File: config.mk
export PLATFORM = sky130hd
export DESIGN_NAME = rx_desc_dma
export DESIGN_NICKNAME = d
export VERILOG_FILES = /design/src/rtl/rxdma_pkg.sv /design/src/rtl/rxdma_regs.sv /design/src/rtl/rxdma_packer.sv /design/src/rtl/rxdma_walker.sv /design/src/rtl/rx_desc_dma.sv
export SDC_FILE = /design/constraint.sdc
export NUM_CORES = 1
export LEC_CHECK = 0
export BUFFER_PORTS_ARGS = -buffer_cell sky130_fd_sc_hd__buf_2
export CAP_MARGIN = 5
export CORE_ASPECT_RATIO = 0.8
export CORE_UTILIZATION = 40
export CTS_BUF_LIST = sky130_fd_sc_hd__clkbuf_4 sky130_fd_sc_hd__clkbuf_8 sky130_fd_sc_hd__clkbuf_16
export DETAILED_ROUTE_END_ITERATION = 6
export PLACE_DENSITY_LB_ADDON = 0.3
export SKIP_LAST_GASP = 1
export SLEW_MARGIN = 15
export SYNTH_ARGS = -nofsm -noshare
export SYNTH_HDL_FRONTEND = slang
export SYNTH_SLANG_ARGS = --single-unit
File: constraint.sdc
create_clock -name clk -period 5.4 [get_ports clk]
set_input_delay 0.54 -clock clk [delete_from_list [all_inputs] [get_ports clk]]
set_output_delay 0.54 -clock clk [all_outputs]
set_load 0.02 [all_outputs]
File: src/rtl/rxdma_pkg.sv
package rxdma_pkg;

  // Word offsets inside a descriptor (eight 32-bit words)
  localparam logic [2:0] W_BUF_LO = 3'd0;
  localparam logic [2:0] W_NXT_LO = 3'd2;
  localparam logic [2:0] W_NXT_HI = 3'd3;
  localparam logic [2:0] W_LEN    = 3'd4;
  localparam logic [2:0] W_CFG    = 3'd5;

  localparam int OWN_BIT  = 15;
  localparam int LAST_BIT = 31;

  // Status bit positions in the config/status word
  localparam int ST_EOF    = 0;
  localparam int ST_SOF    = 1;
  localparam int ST_SHORT  = 4;
  localparam int ST_BAD    = 8;
  localparam int ST_MAXLEN = 11;
  localparam int ST_CRC    = 12;

  localparam int CNT_W = 16;
  localparam int OFF_W = CNT_W - 2;

  typedef enum logic [3:0] {
    S_IDLE, S_RD_BUF, S_RD_NLO, S_RD_NHI, S_RD_CFG, S_CHECK,
    S_READY, S_RECV, S_FLUSH, S_WR_LEN, S_WR_STAT, S_NEXT
  } walk_state_e;

  typedef struct packed {
    logic crc;
    logic short_f;
    logic trunc;
  } frame_flags_t;

  function automatic logic [31:0] make_status(logic [15:0] size, frame_flags_t f);
    logic [31:0] s;
    s            = '0;
    s[31:16]     = size;
    s[ST_EOF]    = 1'b1;
    s[ST_SOF]    = 1'b1;
    s[ST_SHORT]  = f.short_f;
    s[ST_MAXLEN] = f.trunc;
    s[ST_CRC]    = f.crc;
    s[ST_BAD]    = f.crc | f.short_f | f.trunc;
    return s;
  endfunction

  function automatic logic [31:0] put_byte(logic [31:0] w, logic [1:0] lane, logic [7:0] b);
    logic [31:0] r;
    r = w;
    r[{lane, 3'b000} +: 8] = b;
    return r;
  endfunction

endpackage

File: src/rtl/rxdma_regs.sv
module rxdma_regs #(
  parameter int ADDR_W = 16
) (
  input  logic              clk,
  input  logic              rst_n,
  input  logic              reg_we,
  input  logic [1:0]        reg_addr,
  input  logic [31:0]       reg_wdata,
  input  logic              eoq_set,
  input  logic              start_ack,
  output logic              ctl_ok,
  output logic [ADDR_W-3:0] ptr_word,
  output logic              armed,
  output logic              eoq_flag
);
  localparam logic [1:0] A_CTRL = 2'd0;
  localparam logic [1:0] A_PLO  = 2'd1;
  localparam logic [1:0] A_PHI  = 2'd2;
  localparam logic [1:0] A_XST  = 2'd3;

  logic run_q, qen_q;
  logic kick, w1c;
  logic unused_wd;

  assign kick      = reg_we && (reg_addr == A_PHI) && reg_wdata[31];
  assign w1c       = reg_we && (reg_addr == A_XST) && reg_wdata[0];
  assign ctl_ok    = run_q && qen_q;
  assign unused_wd = ^reg_wdata;

  always_ff @(posedge clk or negedge rst_n) begin
    if (!rst_n) begin
      run_q    <= 1'b0;
      qen_q    <= 1'b0;
      ptr_word <= '0;
      armed    <= 1'b0;
      eoq_flag <= 1'b0;
    end else begin
      if (reg_we && reg_addr == A_CTRL) begin
        run_q <= reg_wdata[15];
        qen_q <= reg_wdata[0];
      end
      if (reg_we && reg_addr == A_PLO)
        ptr_word <= reg_wdata[ADDR_W-1:2];
      if (kick)           armed <= 1'b1;
      else if (start_ack) armed <= 1'b0;
      if (eoq_set)        eoq_flag <= 1'b1;
      else if (w1c)       eoq_flag <= 1'b0;
    end
  end


  eoq_set_chk: assert property (@(posedge clk) disable iff (!rst_n)
    eoq_set |=> eoq_flag);

  eoq_w1c_chk: assert property (@(posedge clk) disable iff (!rst_n)
    (w1c && !eoq_set) |=> !eoq_flag);

  arm_chk: assert property (@(posedge clk) disable iff (!rst_n)
    kick |=> armed);

endmodule

File: src/rtl/rxdma_packer.sv
module rxdma_packer
  import rxdma_pkg::*;
(
  input  logic             clk,
  input  logic             rst_n,
  input  logic             start,
  input  logic             take,
  input  logic [7:0]       byte_in,
  input  logic [CNT_W-1:0] size,
  output logic             wr_fire,
  output logic [31:0]      wr_data,
  output logic [OFF_W-1:0] wr_off,
  output logic [CNT_W-1:0] count,
  output logic             trunc,
  output logic [31:0]      part_word,
  output logic             part_pend
);
  logic [CNT_W-1:0] cnt_q, cnt_base;
  logic [31:0]      word_q, word_base, word_put;
  logic             trunc_q, trunc_base, room, lane_last;

  always_comb begin
    cnt_base   = start ? '0   : cnt_q;
    word_base  = start ? '0   : word_q;
    trunc_base = start ? 1'b0 : trunc_q;
    room       = cnt_base < size;
    lane_last  = cnt_base[1:0] == 2'd3;
    word_put   = put_byte(word_base, cnt_base[1:0], byte_in);
    wr_fire    = take && room && lane_last;
    wr_data    = word_put;
    wr_off     = cnt_base[CNT_W-1:2];
  end

  always_ff @(posedge clk or negedge rst_n) begin
    if (!rst_n) begin
      cnt_q   <= '0;
      word_q  <= '0;
      trunc_q <= 1'b0;
    end else if (take) begin
      if (room) begin
        cnt_q   <= cnt_base + 1'b1;
        word_q  <= lane_last ? '0 : word_put;
        trunc_q <= trunc_base;
      end else begin
        cnt_q   <= cnt_base;
        word_q  <= word_base;
        trunc_q <= 1'b1;
      end
    end
  end

  assign count     = cnt_q;
  assign trunc     = trunc_q;
  assign part_word = word_q;
  assign part_pend = cnt_q[1:0] != 2'd0;


  cnt_bound_chk: assert property (@(posedge clk) disable iff (!rst_n)
    take |=> (cnt_q <= size));

  no_fire_full_chk: assert property (@(posedge clk) disable iff (!rst_n)
    (take && !start && cnt_q >= size) |-> !wr_fire);

endmodule

File: src/rtl/rxdma_walker.sv
module rxdma_walker
  import rxdma_pkg::*;
#(
  parameter int AW      = 14,
  parameter int MIN_LEN = 64,
  parameter int DROP_W  = 8
) (
  input  logic              clk,
  input  logic              rst_n,
  input  logic              ctl_ok,
  input  logic              armed,
  input  logic [AW-1:0]     ptr_word,
  output logic              start_ack,
  output logic              eoq_set,
  input  logic              rx_valid,
  input  logic              rx_sof,
  input  logic              rx_eof,
  input  logic              rx_crc_err,
  output logic              pk_start,
  output logic              pk_take,
  output logic [CNT_W-1:0]  pk_size,
  input  logic              pk_wr_fire,
  input  logic [31:0]       pk_wr_data,
  input  logic [OFF_W-1:0]  pk_wr_off,
  input  logic [CNT_W-1:0]  pk_count,
  input  logic              pk_trunc,
  input  logic [31:0]       pk_part_word,
  input  logic              pk_part_pend,
  output logic              mem_req,
  output logic              mem_we,
  output logic [AW-1:0]     mem_addr,
  output logic [31:0]       mem_wdata,
  input  logic [31:0]       mem_rdata,
  output logic [DROP_W-1:0] drop_count
);
  localparam logic [CNT_W-1:0]  MIN_L    = CNT_W'(MIN_LEN);
  localparam logic [DROP_W-1:0] DROP_MAX = '1;

  walk_state_e       st_q, st_d;
  logic [AW-1:0]     cur_q, buf_q, nxt_q;
  logic              last_q, crc_q;
  logic [CNT_W-1:0]  size_q;
  logic              accept_sof, byte_in_frame, frame_end, drop_pulse;
  frame_flags_t      flags;
  logic              unused_rd;

  function automatic logic [AW-1:0] dw(logic [AW-1:0] base, logic [2:0] idx);
    return {base[AW-1:3], idx};
  endfunction

  assign unused_rd = ^mem_rdata;
  assign pk_size   = size_q;

  always_comb begin
    accept_sof    = (st_q == S_READY) && ctl_ok && rx_valid && rx_sof;
    byte_in_frame = (st_q == S_RECV) && rx_valid;
    pk_start      = accept_sof;
    pk_take       = accept_sof || byte_in_frame;
    frame_end     = pk_take && rx_eof;
    drop_pulse    = rx_valid && rx_sof && !accept_sof && (st_q != S_RECV);
    flags.crc     = crc_q;
    flags.short_f = pk_count < MIN_L;
    flags.trunc   = pk_trunc;
  end

  always_comb begin
    st_d      = st_q;
    start_ack = 1'b0;
    eoq_set   = 1'b0;
    mem_req   = 1'b0;
    mem_we    = 1'b0;
    mem_addr  = dw(cur_q, W_BUF_LO);
    mem_wdata = '0;
    unique case (st_q)
      S_IDLE: if (armed && ctl_ok) begin
        start_ack = 1'b1;
        st_d      = S_RD_BUF;
      end
      S_RD_BUF: begin
        mem_req = 1'b1; mem_addr = dw(cur_q, W_BUF_LO); st_d = S_RD_NLO;
      end
      S_RD_NLO: begin
        mem_req = 1'b1; mem_addr = dw(cur_q, W_NXT_LO); st_d = S_RD_NHI;
      end
      S_RD_NHI: begin
        mem_req = 1'b1; mem_addr = dw(cur_q, W_NXT_HI); st_d = S_RD_CFG;
      end
      S_RD_CFG: begin
        mem_req = 1'b1; mem_addr = dw(cur_q, W_CFG); st_d = S_CHECK;
      end
      S_CHECK: begin
        if (mem_rdata[OWN_BIT]) st_d = S_READY;
        else begin
          eoq_set = 1'b1;
          st_d    = S_IDLE;
        end
      end
      S_READY, S_RECV: begin
        if (pk_wr_fire) begin
          mem_req   = 1'b1;
          mem_we    = 1'b1;
          mem_addr  = buf_q + AW'(pk_wr_off);
          mem_wdata = pk_wr_data;
        end
        if (frame_end)       st_d = S_FLUSH;
        else if (accept_sof) st_d = S_RECV;
      end
      S_FLUSH: begin
        if (pk_part_pend) begin
          mem_req   = 1'b1;
          mem_we    = 1'b1;
          mem_addr  = buf_q + AW'(pk_count[CNT_W-1:2]);
          mem_wdata = pk_part_word;
        end
        st_d = S_WR_LEN;
      end
      S_WR_LEN: begin
        mem_req   = 1'b1;
        mem_we    = 1'b1;
        mem_addr  = dw(cur_q, W_LEN);
        mem_wdata = {16'h0000, pk_count};
        st_d      = S_WR_STAT;
      end
      S_WR_STAT: begin
        mem_req   = 1'b1;
        mem_we    = 1'b1;
        mem_addr  = dw(cur_q, W_CFG);
        mem_wdata = make_status(size_q, flags);
        st_d      = S_NEXT;
      end
      S_NEXT: begin
        if (last_q) begin
          eoq_set = 1'b1;
          st_d    = S_IDLE;
        end else begin
          st_d = S_RD_BUF;
        end
      end
      default: st_d = S_IDLE;
    endcase
  end

  always_ff @(posedge clk or negedge rst_n) begin
    if (!rst_n) begin
      st_q       <= S_IDLE;
      cur_q      <= '0;
      buf_q      <= '0;
      nxt_q      <= '0;
      last_q     <= 1'b0;
      size_q     <= '0;
      crc_q      <= 1'b0;
      drop_count <= '0;
    end else begin
      st_q <= st_d;
      if (start_ack)                     cur_q  <= ptr_word;
      if (st_q == S_NEXT && !last_q)     cur_q  <= nxt_q;
      if (st_q == S_RD_NLO)              buf_q  <= mem_rdata[AW+1:2];
      if (st_q == S_RD_NHI)              nxt_q  <= mem_rdata[AW+1:2];
      if (st_q == S_RD_CFG)              last_q <= mem_rdata[LAST_BIT];
      if (st_q == S_CHECK)               size_q <= mem_rdata[31:16];
      if (frame_end)                     crc_q  <= rx_crc_err;
      else if (accept_sof)               crc_q  <= 1'b0;
      if (drop_pulse && drop_count != DROP_MAX)
        drop_count <= drop_count + 1'b1;
    end
  end


  fetch_idx_chk: assert property (@(posedge clk) disable iff (!rst_n)
    (mem_req && !mem_we) |->
      (mem_addr[2:0] == W_BUF_LO || mem_addr[2:0] == W_NXT_LO ||
       mem_addr[2:0] == W_NXT_HI || mem_addr[2:0] == W_CFG));

  owner_clr_chk: assert property (@(posedge clk) disable iff (!rst_n)
    (st_q == S_WR_STAT) |-> (mem_req && mem_we && !mem_wdata[OWN_BIT]));

  idle_quiet_chk: assert property (@(posedge clk) disable iff (!rst_n)
    (st_q == S_IDLE) |-> !mem_req);

  drop_inc_chk: assert property (@(posedge clk) disable iff (!rst_n)
    (drop_pulse && drop_count != DROP_MAX) |=> (drop_count == $past(drop_count) + 1'b1));

  no_own_stop_chk: assert property (@(posedge clk) disable iff (!rst_n)
    (st_q == S_CHECK && !mem_rdata[OWN_BIT]) |=> (st_q == S_IDLE));

endmodule

File: src/rtl/rx_desc_dma.sv
module rx_desc_dma
  import rxdma_pkg::*;
#(
  parameter int ADDR_W  = 16,
  parameter int MIN_LEN = 64,
  parameter int DROP_W  = 8
) (
  input  logic              clk,
  input  logic              rst_n,
  input  logic              reg_we,
  input  logic [1:0]        reg_addr,
  input  logic [31:0]       reg_wdata,
  input  logic              rx_valid,
  input  logic [7:0]        rx_data,
  input  logic              rx_sof,
  input  logic              rx_eof,
  input  logic              rx_crc_err,
  output logic              mem_req,
  output logic              mem_we,
  output logic [ADDR_W-3:0] mem_addr,
  output logic [31:0]       mem_wdata,
  input  logic [31:0]       mem_rdata,
  output logic              eoq_flag,
  output logic [DROP_W-1:0] drop_count
);
  localparam int AW = ADDR_W - 2;

  logic             ctl_ok, armed, start_ack, eoq_set;
  logic [AW-1:0]    ptr_word;
  logic             pk_start, pk_take, pk_wr_fire, pk_trunc, pk_part_pend;
  logic [CNT_W-1:0] pk_size, pk_count;
  logic [31:0]      pk_wr_data, pk_part_word;
  logic [OFF_W-1:0] pk_wr_off;

  rxdma_regs #(.ADDR_W(ADDR_W)) regs_i (
    .clk(clk), .rst_n(rst_n), .reg_we(reg_we), .reg_addr(reg_addr),
    .reg_wdata(reg_wdata), .eoq_set(eoq_set), .start_ack(start_ack),
    .ctl_ok(ctl_ok), .ptr_word(ptr_word), .armed(armed), .eoq_flag(eoq_flag)
  );

  rxdma_packer packer_i (
    .clk(clk), .rst_n(rst_n), .start(pk_start), .take(pk_take),
    .byte_in(rx_data), .size(pk_size), .wr_fire(pk_wr_fire),
    .wr_data(pk_wr_data), .wr_off(pk_wr_off), .count(pk_count),
    .trunc(pk_trunc), .part_word(pk_part_word), .part_pend(pk_part_pend)
  );

  rxdma_walker #(.AW(AW), .MIN_LEN(MIN_LEN), .DROP_W(DROP_W)) walker_i (
    .clk(clk), .rst_n(rst_n), .ctl_ok(ctl_ok), .armed(armed),
    .ptr_word(ptr_word), .start_ack(start_ack), .eoq_set(eoq_set),
    .rx_valid(rx_valid), .rx_sof(rx_sof), .rx_eof(rx_eof),
    .rx_crc_err(rx_crc_err), .pk_start(pk_start), .pk_take(pk_take),
    .pk_size(pk_size), .pk_wr_fire(pk_wr_fire), .pk_wr_data(pk_wr_data),
    .pk_wr_off(pk_wr_off), .pk_count(pk_count), .pk_trunc(pk_trunc),
    .pk_part_word(pk_part_word), .pk_part_pend(pk_part_pend),
    .mem_req(mem_req), .mem_we(mem_we), .mem_addr(mem_addr),
    .mem_wdata(mem_wdata), .mem_rdata(mem_rdata), .drop_count(drop_count)
  );

endmodule

Yosys cells after proc, flatten, opt, wreduce, memory -nomap -nowiden
Cells that the tools add are included.

storage, ports and cells
  flip-flop bits (word level) = 139

operators by class
  equal/unequal tests = 20
  reductions and logical operators = 36
  bitwise gates (word level) = 2
  shifts and indexed selects = 2
  multiplexer cells = 36
  $add $sub $neg = 5
  magnitude comparators = 2

operators with widths
  cell                                                          number
  2-to-1 mux 32 bit                                             5
  one-hot mux 32 bit (4 select lines)                           1
  one-hot mux 14 bit (6 select lines)                           1
  2-to-1 mux 14 bit                                             4
  one-hot mux 4 bit (11 select lines)                           1
  bitwise mux 32 bit                                            1
  2-to-1 mux 16 bit                                             2
  variable shift 8 x 7 -> 32 bit (first input constant)         1
  variable part select 8 x 7 -> 32 bit                          1
  adder 14 bit                                                  2
  logical AND 1 bit                                             20
  adder 16 x 1 -> 16 bit (second input constant)                1
  == test 4 x 3 -> 1 bit (second input constant)                4
  == test 4 bit (second input constant)                         4
  less-than comparator 16 bit                                   1
  less-than comparator 16 x 7 -> 1 bit (second input constant)  1
  2-to-1 mux 1 bit                                              14
  2-to-1 mux 4 bit                                              3
  nonzero test 2 bit                                            5
  adder 8 x 1 -> 8 bit (second input constant)                  1
  == test 4 x 2 -> 1 bit (second input constant)                2
  != test 8 bit (second input constant)                         1
  negation 5 -> 7 bit                                           1
  == test 2 bit (second input constant)                         3
  16 further kinds                                              23

Depth between registers and ports, before layout
Gate-level depths: netlist (run 1).

  depth after elaboration = 10
  gate-level depth with buffers = 17
  mapped depth without buffers = 12

Hierarchy
A second synthesis (run 1) with hierarchy kept.

unflattened totals
  cell total of the unflattened synthesis = 895
  area, all modules = 8,647.0 um2

modules (own cells, without submodules)
  module        times used  cells each  area an instance (um2)
  rxdma_walker  1           515         4,822.1
  rxdma_packer  1           337         3,080.5
  rxdma_regs    1           43          744.5

Worst setup path after synthesis (run 1)
Ideal clock, no wire load.

  path type = input port to output port
  from = input rx_sof
  to = output mem_addr[10]
  setup slack = 919 ps
  arrival time = 3,941 ps
  stages = 16
  required time = 4,860 ps
  buffers on the path = 5
  path through = nand4b_2 or2_2 buf_2 clkbuf_1 clkbuf_1 and2_1 ha_1 a21o_1 a21o_1 a221oi_1 o21ai_0 or3_1 buf_2 and2_1 buf_2 a221o_1

between the ends
  longest elaborated chain between the ends = 7
  elaborated cells on any way between the ends = 10

RTL lines
  what                                   line                text
  start: declaration                     rx_desc_dma.sv:15   input logic rx_sof,
  logical AND 1 bit *                    rxdma_walker.sv:55  accept_sof = (st_q == S_READY) && ctl_ok && rx_valid && rx_sof;
  2-to-1 mux 16 bit                      rxdma_packer.sv:23  cnt_base = start ? '0 : cnt_q;
  less-than comparator 16 bit            rxdma_packer.sv:26  room = cnt_base < size;
  logical AND 1 bit (2 in series)        rxdma_packer.sv:29  wr_fire = take && room && lane_last;
  2-to-1 mux 14 bit *                    rxdma_walker.sv:99  if (pk_wr_fire) begin
  one-hot mux 14 bit (6 select lines) *  rxdma_walker.sv:74  unique case (st_q)
  end: declaration                       rx_desc_dma.sv:20   output logic [ADDR_W-3:0] mem_addr,

Mark *: on every way between the ends. The rest lies on a longest branch, timed or not.

Final worst setup path (run 1)
  from = register walker_i.st_q[3]
  to = output mem_addr[11]

between the ends
  longest elaborated chain between the ends = 10
  elaborated cells on any way between the ends = 23

RTL lines
  what                                   line                                    text
  start: declaration                     rxdma_walker.sv:39                      walk_state_e st_q, st_d;
  start signal: assignment               rxdma_walker.sv:154                     st_q <= st_d;
  == test 4 x 3 -> 1 bit                 rxdma_walker.sv:55, rxdma_walker.sv:74
  logical AND 1 bit (3 in series)        rxdma_walker.sv:55
  2-to-1 mux 16 bit                      rxdma_packer.sv:23
  less-than comparator 16 bit            rxdma_packer.sv:26
  logical AND 1 bit (2 in series)        rxdma_packer.sv:29
  2-to-1 mux 14 bit                      rxdma_walker.sv:99
  one-hot mux 14 bit (6 select lines) *  rxdma_walker.sv:74

Marks and branches as above.

==> flow_summary.json, run 1 <==
{
  "yosys.area.top_type": "dfrtp_1",
  "yosys.area_share.simple": 0.164,
  "layout-drive-gt1-share": 0.228,
  "synthMuxAreaShare": 0.0762,
  "critPathMaxStageDelay_ns": 0.52,
  "r2r-end": "packer_i.count[12]",
  "routed_wl_mm": 24.2,
  "yosys_warnings": 0,
  "initialDrtViolationCount": 507,
  "clk_latency_ns": 0.43,
  "synth_xor_xnor_area_share": 0.0417,
  "wl_per_cell_um": 18.9,
  "avgSynthCellArea_um2": 9.40,
  "post-route-min-period_ns": 5.04,
  "yosys_register_bits": 130,
  "grt_pass1_vias": 7229,
  "diodes": 0,
  "drc_errors": 0,
  "grt_overflow": 0,
  "crit_type": "flop to primary output",
  "synth.cell_area_mm2": 0.00840,
  "routabilityCongestion": 0.830,
  "cp_max_fo": 22,
  "initial_core_util": 0.407,
  "synth_top_family_by_area": "compound AO/OA/AOI/OAI gates",
  "nets": 1130,
  "period_share": 0.933,
  "tritoncts.num_buffers": 17,
  "crit_arrival_ns": 4.50,
  "post-cts-setup-buffer-count": 0,
  "hold_class": "input pin to async pin",
  "synth_fa_ha_area_frac": 0.0703,
  "synth-edff-count": 0,
  "dieArea_mm2": 0.0216,
  "r2r-start": "walker_i.st_q[3]",
  "final_hold_viol_count": 0,
  "post_cts.resized_instances": 0,
  "nFillCells": 1981,
  "synth.top_cells.by_area": "dfrtp_1, ha_1, mux2_2, o21ai_0, a22oi_1",
  "tns_ns": 0,
  "yosysUniqueCellTypes": 69,
  "dpl_cell_area_mm2": 0.00931,
  "crit_path_end_kind": "primary output",
  "synth.top_cell.area_share": 0.387,
  "synth-compound-area-share": 0.219,
  "async_reset_ff_frac": 1.00,
  "grt_max_degree": 74,
  "core_area_mm2": 0.0206,
  "clock_skew_ns": 0.00836,
  "yosysMostFrequentCell": "dfrtp_1",
  "dpl.hpwl_mm": 17.8,
  "drv_cap": 0,
  "postSynthCellCount": 894,
  "ant_nets": 0,
  "ys_seq_area_frac": 0.387,
  "powerDensity_mw_per_mm2": 471,
  "rows": 47,
  "grt_first_pass_wirelength_mm": 39.1,
  "tritoncts": "done",
  "ctsHoldBuffers": 0,
  "tightest_slew_ns": 0.995,
  "synthesis.nets": 1021,
  "required_ns": 4.86,
  "antenna_found_initial": 0,
  "ys.flop_type": "dfrtp_1",
  "crit_slowest_cell": "or2_2",
  "ff2ff_path_depth": 13,
  "relSlewSlack": 0.337,
  "grt_setup_unrepaired": "no",
  "p_leak_nw": 4.57,
  "num_vias": 7480,
  "stdcell_area_mm2": 0.00992,
  "startpoint_type": "flop",
  "rrSetupSlack_ns": 1.11,
  "drt_first_pass_iters": 5,
  "clkTransAtPathRegs_ns": 0.06,
  "io_buffers": 116,
  "vias_per_cell": 5.82,
  "clockBufferDepth": 2,
  "dieHeight_um": 132,
  "setup_violations": 0,
  "htreeDepth": 4,
  "clock_sinks": 130,
  "synthToLayoutAreaGrowth_pct": 18.0,
  "ir_drop_v": 0.000239,
  "clockRootBuffer": "clkbuf_16",
  "report.final.slew_viol_count": 0,
  "status": "finished, final reports clean",
  "io_pins": 138,
  "fmax_mhz": 198,
  "netlist_top_cells_count": "dfrtp_1, o21ai_0, nand2_1, nor2_1, a22oi_1",
  "grt_use_total": 0.234,
  "die_w_um": 164,
  "path_cells": "nand4b_2 > or2_2 > buf_4 > nand2_1 > inv_1 > ha_1 > a21oi_1 > a221oi_2 > o311a_4 > or3_2 > and2_1 > a221o_1 > buf_2"
}
[critical path: cells and delay by family (launching register included)]
kind                     cells  cell delay [ns]
AND/OR/NAND/NOR              5             1.78
adder cells (fa/ha/maj)      1             0.30
buffers and inverters        3             0.51
AO/OA/AOI/OAI                4             1.09
flip-flops                   1             0.37
[area by class of cell]
type / count / area [um^2] / area share
Sequential cell: 130 / 3250 / 0.328
Timing Repair Buffer: 139 / 756 / 0.0762
Tap cell: 269 / 337 / 0.0339
Multi-Input combinational cell: 677 / 4830 / 0.487
Clock inverter: 11 / 130 / 0.0131
Inverter: 38 / 143 / 0.0144
Clock buffer: 21 / 468 / 0.0472
[registers in the layout, summed over array words and instances, names as in the netlist]
name,count
walker_i.buf_q,14
regs_i.run_q,1
walker_i.nxt_q,11
regs_i.eoq_flag,1
regs_i.ptr_word,11
walker_i.last_q,1
walker_i.st_q,4
regs_i.armed,1
walker_i.crc_q,1
packer_i.part_word,32
packer_i.trunc,1
walker_i.pk_size,16
regs_i.qen_q,1
packer_i.count,16
walker_i.drop_count,8
walker_i.cur_q,11
[power breakdown]
part / total, mW / switching, mW / internal (mW)
Combinational: 1.93 / 1.13 / 0.807
Sequential: 1.57 / 0.274 / 1.30
Clock: 1.17 / 0.454 / 0.716
[per-stage QoR]
stage | setup WS, ns | power, mW | instances | util | hold slack [ns]
final | 0.359 | 4.67 | 1285 | 0.481 | 0.248
after global routing | 0.137 | 4.97 | 1285 | 0.481 | 0.299
after CTS | 0.365 | 4.68 | 1285 | 0.480 | 0.280
after detailed placement | 0.637 | 3.49 | 1253 | 0.451 | 0.459
after global placement | 0.675 | 3.45 | 1253 | 0.451 | 0.450
after floorplan | 0.919 | 2.92 | 894 | - | 0.244
[worst max-delay path by stage]
| stage | start | endpoint | slack, ns | depth (start not counted) |
|---|---|---|---|---|
| 4_1_cts | walker_i.st_q[3] | mem_addr[6] | 0.36 | 13 |
| 5_1_grt | walker_i.st_q[3] | mem_addr[6] | 0.14 | 13 |
| 3_3_place_gp | rx_valid | mem_addr[3] | 0.67 | 14 |
| 3_5_place_dp | rx_valid | mem_addr[6] | 0.64 | 14 |
| 6_report | walker_i.st_q[3] | mem_addr[11] | 0.36 | 13 |
| 2_1_floorplan | rx_sof | mem_addr[10] | 0.92 | 16 |
[cell usage in the layout, fill, tap and decap left out, types with 3 or more instances in the layout]
| cell type | n |
|---|---|
| dfrtp_1 | 130 |
| buf_2 | 115 |
| o21ai_0 | 75 |
| nand2_1 | 68 |
| nor2_1 | 57 |
| a22oi_1 | 47 |
| mux2_2 | 44 |
| ha_1 | 44 |
| inv_1 | 38 |
| a21oi_1 | 35 |
| nand3_1 | 28 |
| nor3_1 | 24 |
| xnor2_1 | 24 |
| buf_4 | 24 |
| a32o_1 | 20 |
| clkbuf_16 | 17 |
| xor2_1 | 16 |
| a21o_1 | 15 |
| and2_1 | 14 |
| a22o_1 | 14 |
| a221o_1 | 13 |
| mux2i_1 | 13 |
| nand2b_1 | 12 |
| nand4_1 | 12 |
| nor2b_1 | 9 |
| and3_1 | 8 |
| nor4_1 | 7 |
| a31oi_1 | 6 |
| a211oi_1 | 5 |
| a221oi_1 | 4 |
| nor3b_1 | 4 |
| clkinvlp_4 | 4 |
| or2_2 | 3 |
| or3_1 | 3 |
| nand3b_1 | 3 |
| clkinv_4 | 3 |
[metal layers]
layer / up-vias / wire length, um / GRT usage
met5: - / 0 / 0
met4: 0 / 335 / 0.0592
met3: 29 / 2050 / 0.0619
met2: 288 / 10600 / 0.341
met1: 3610 / 11200 / 0.341
li1: 3553 / - / -
[cells by family after synthesis]
| group | Yosys count |
|---|---|
| xor gates and xnor gates | 40 |
| adders and majority gates | 46 |
| and+or+nand+nor | 271 |
| DFF | 130 |
| muxes | 58 |
| AOI/OAI and AO/OA | 262 |
| buffers and inverters | 87 |
Power figures use the tool's default switching activity.
==> inputs of run 2 (changes only) <==
Settings changed: PLACE_DENSITY_LB_ADDON 0.3 to not set.
==> run 2 against run 1 <==
Non-clock buffer count shrank 2. Worst hold slack got worse by 0.042 ns. Clock-buffer cell count shrank 1. Fmax shrank 1.4%. Clock power up 3%. Global-route usage about the same. Via count is 1.6% lower. Critical path type unchanged.
==> flow_summary.json, run 2 (synthesis gave the netlist of run 1 again) <==
{
  "ctsHoldBuffers": 0,
  "critPathMaxStageDelay_ns": 0.55,
  "grt_first_pass_wirelength_mm": 38.7,
  "dpl_cell_area_mm2": 0.00930,
  "htreeDepth": 4,
  "startpoint_type": "flop",
  "vias_per_cell": 5.74,
  "clk_latency_ns": 0.43,
  "nets": 1128,
  "routed_wl_mm": 24.6,
  "final_common_cell": "dfrtp_1",
  "routabilityCongestion": 0.830,
  "tritoncts": "done",
  "dieArea_mm2": 0.0216,
  "dieHeight_um": 132,
  "grt_overflow": 0,
  "initialDrtViolationCount": 585,
  "clock_skew_ns": 0.0117,
  "rows": 47,
  "p_leak_nw": 4.57,
  "post-route-min-period_ns": 5.11,
  "antenna_found_initial": 0,
  "layout_common_cells": "dfrtp_1, buf_2, o21ai_0",
  "die_w_um": 164,
  "final_hold_viol_count": 0,
  "ff2ff_path_depth": 12,
  "io_pins": 138,
  "ant_nets": 0,
  "initial_core_util": 0.407,
  "cp.depth": 12,
  "report.final.slew_viol_count": 0,
  "num_vias": 7364,
  "powerDensity_mw_per_mm2": 475,
  "hold_class": "input pin to async pin",
  "period_share": 0.947,
  "layout-drive-gt1-share": 0.227,
  "clockBufferDepth": 2,
  "post_cts.resized_instances": 0,
  "crit_path_end_kind": "primary output",
  "critical-path-top-delay-family": "simple AND/OR/NAND/NOR gates",
  "required_ns": 4.86,
  "clock_sinks": 130,
  "post-cts-setup-buffer-count": 0,
  "relSlewSlack": 0.393,
  "crit_slowest_cell": "or2_2",
  "tightest_slew_ns": 0.907,
  "grt_pass1_vias": 6957,
  "drt_first_pass_iters": 6,
  "crit_arrival_ns": 4.57,
  "crit_buf_inv": 2,
  "path_common_cell": "o21ai_0",
  "fmax_mhz": 196,
  "setup_violations": 0,
  "rrSetupSlack_ns": 0.87,
  "path_cells": "nand4b_2 > or2_2 > and2_1 > ha_1 > a21oi_1 > o21ai_0 > a221oi_1 > o21ai_0 > or3_2 > buf_4 > o21ai_0 > buf_2",
  "tritoncts.num_buffers": 17,
  "synthToLayoutAreaGrowth_pct": 18.0,
  "grt_use_total": 0.234,
  "clockRootBuffer": "clkbuf_16",
  "nFillCells": 1965,
  "largest_reg_flops": 32,
  "crit_type": "flop to primary output",
  "dpl.hpwl_mm": 17.9,
  "stdcell_area_mm2": 0.00991,
  "ir_drop_v": 0.000247,
  "drv_cap": 0,
  "drc_errors": 0,
  "core_area_mm2": 0.0206,
  "tns_ns": 0,
  "clkTransAtPathRegs_ns": 0.06,
  "cp_max_fo": 40,
  "diodes": 0,
  "grt_max_degree": 95,
  "io_buffers": 116,
  "grt_setup_unrepaired": "no",
  "status": "finished, final reports clean",
  "wl_per_cell_um": 19.2
}
## run 2: cell types whose count changed in the layout (fill, tap and decap cells not counted)
cell,before,now
buf_4,24,21
clkinv_4,3,1
nor3_4,1,0
bufinv_16,2,3
clkbuf_8,2,1
clkinv_2,1,3
buf_6,0,1
clkinvlp_4,4,2
nor3_2,1,2
inv_6,1,3
## run 2: path summary, 6_finish.rpt
kind,from,to
setup / recovery,walker_i.st_q[3],mem_wdata[13]
hold / removal,rst_n,regs_i.ptr_word[10]
setup reg to reg,walker_i.st_q[3],packer_i.count[12]
hold reg to reg,regs_i.armed,regs_i.armed
max in group asynchronous,rst_n,walker_i.pk_size[10]
min in group clk,mem_rdata[22],walker_i.pk_size[6]
## run 2: layout make-up
class / count / area, um^2 / area share
Multi-Input combinational cell: 677 / 4830 / 0.487
Sequential cell: 130 / 3250 / 0.328
Timing Repair Buffer: 137 / 744 / 0.0751
Clock buffer: 20 / 454 / 0.0458
Tap cell: 269 / 337 / 0.0340
Clock inverter: 12 / 155 / 0.0157
Inverter: 38 / 143 / 0.0144
## run 2: metal layers
metal  vias up  global-route usage  share of wire
met5         -                   0              0
met4         0              0.0561         0.0072
met3        15              0.0533          0.062
met2       208               0.338           0.44
met1      3583               0.352           0.49
li1       3558                   -              -
## run 2: power by group
| group | internal, mW | switching, mW | leakage, nW |
|---|---|---|---|
| registers | 1.29 | 0.270 | 1.66 |
| clock network | 0.751 | 0.460 | 0.298 |
| logic | 0.802 | 1.13 | 2.62 |
| total | 2.85 | 1.86 | 4.57 |
## run 2: metrics by stage
step	power, mW	setup slack, ns	hold WS [ns]	cells	util
6_report	4.71	0.287	0.206	1283	0.480
5_1_grt	5.01	0.0958	0.260	1283	0.480
4_1_cts	4.73	0.369	0.239	1283	0.480
3_5_place_dp	3.49	0.646	0.459	1251	0.451
3_3_place_gp	3.46	0.657	0.458	1251	0.451
2_1_floorplan	2.92	0.919	0.244	894	-
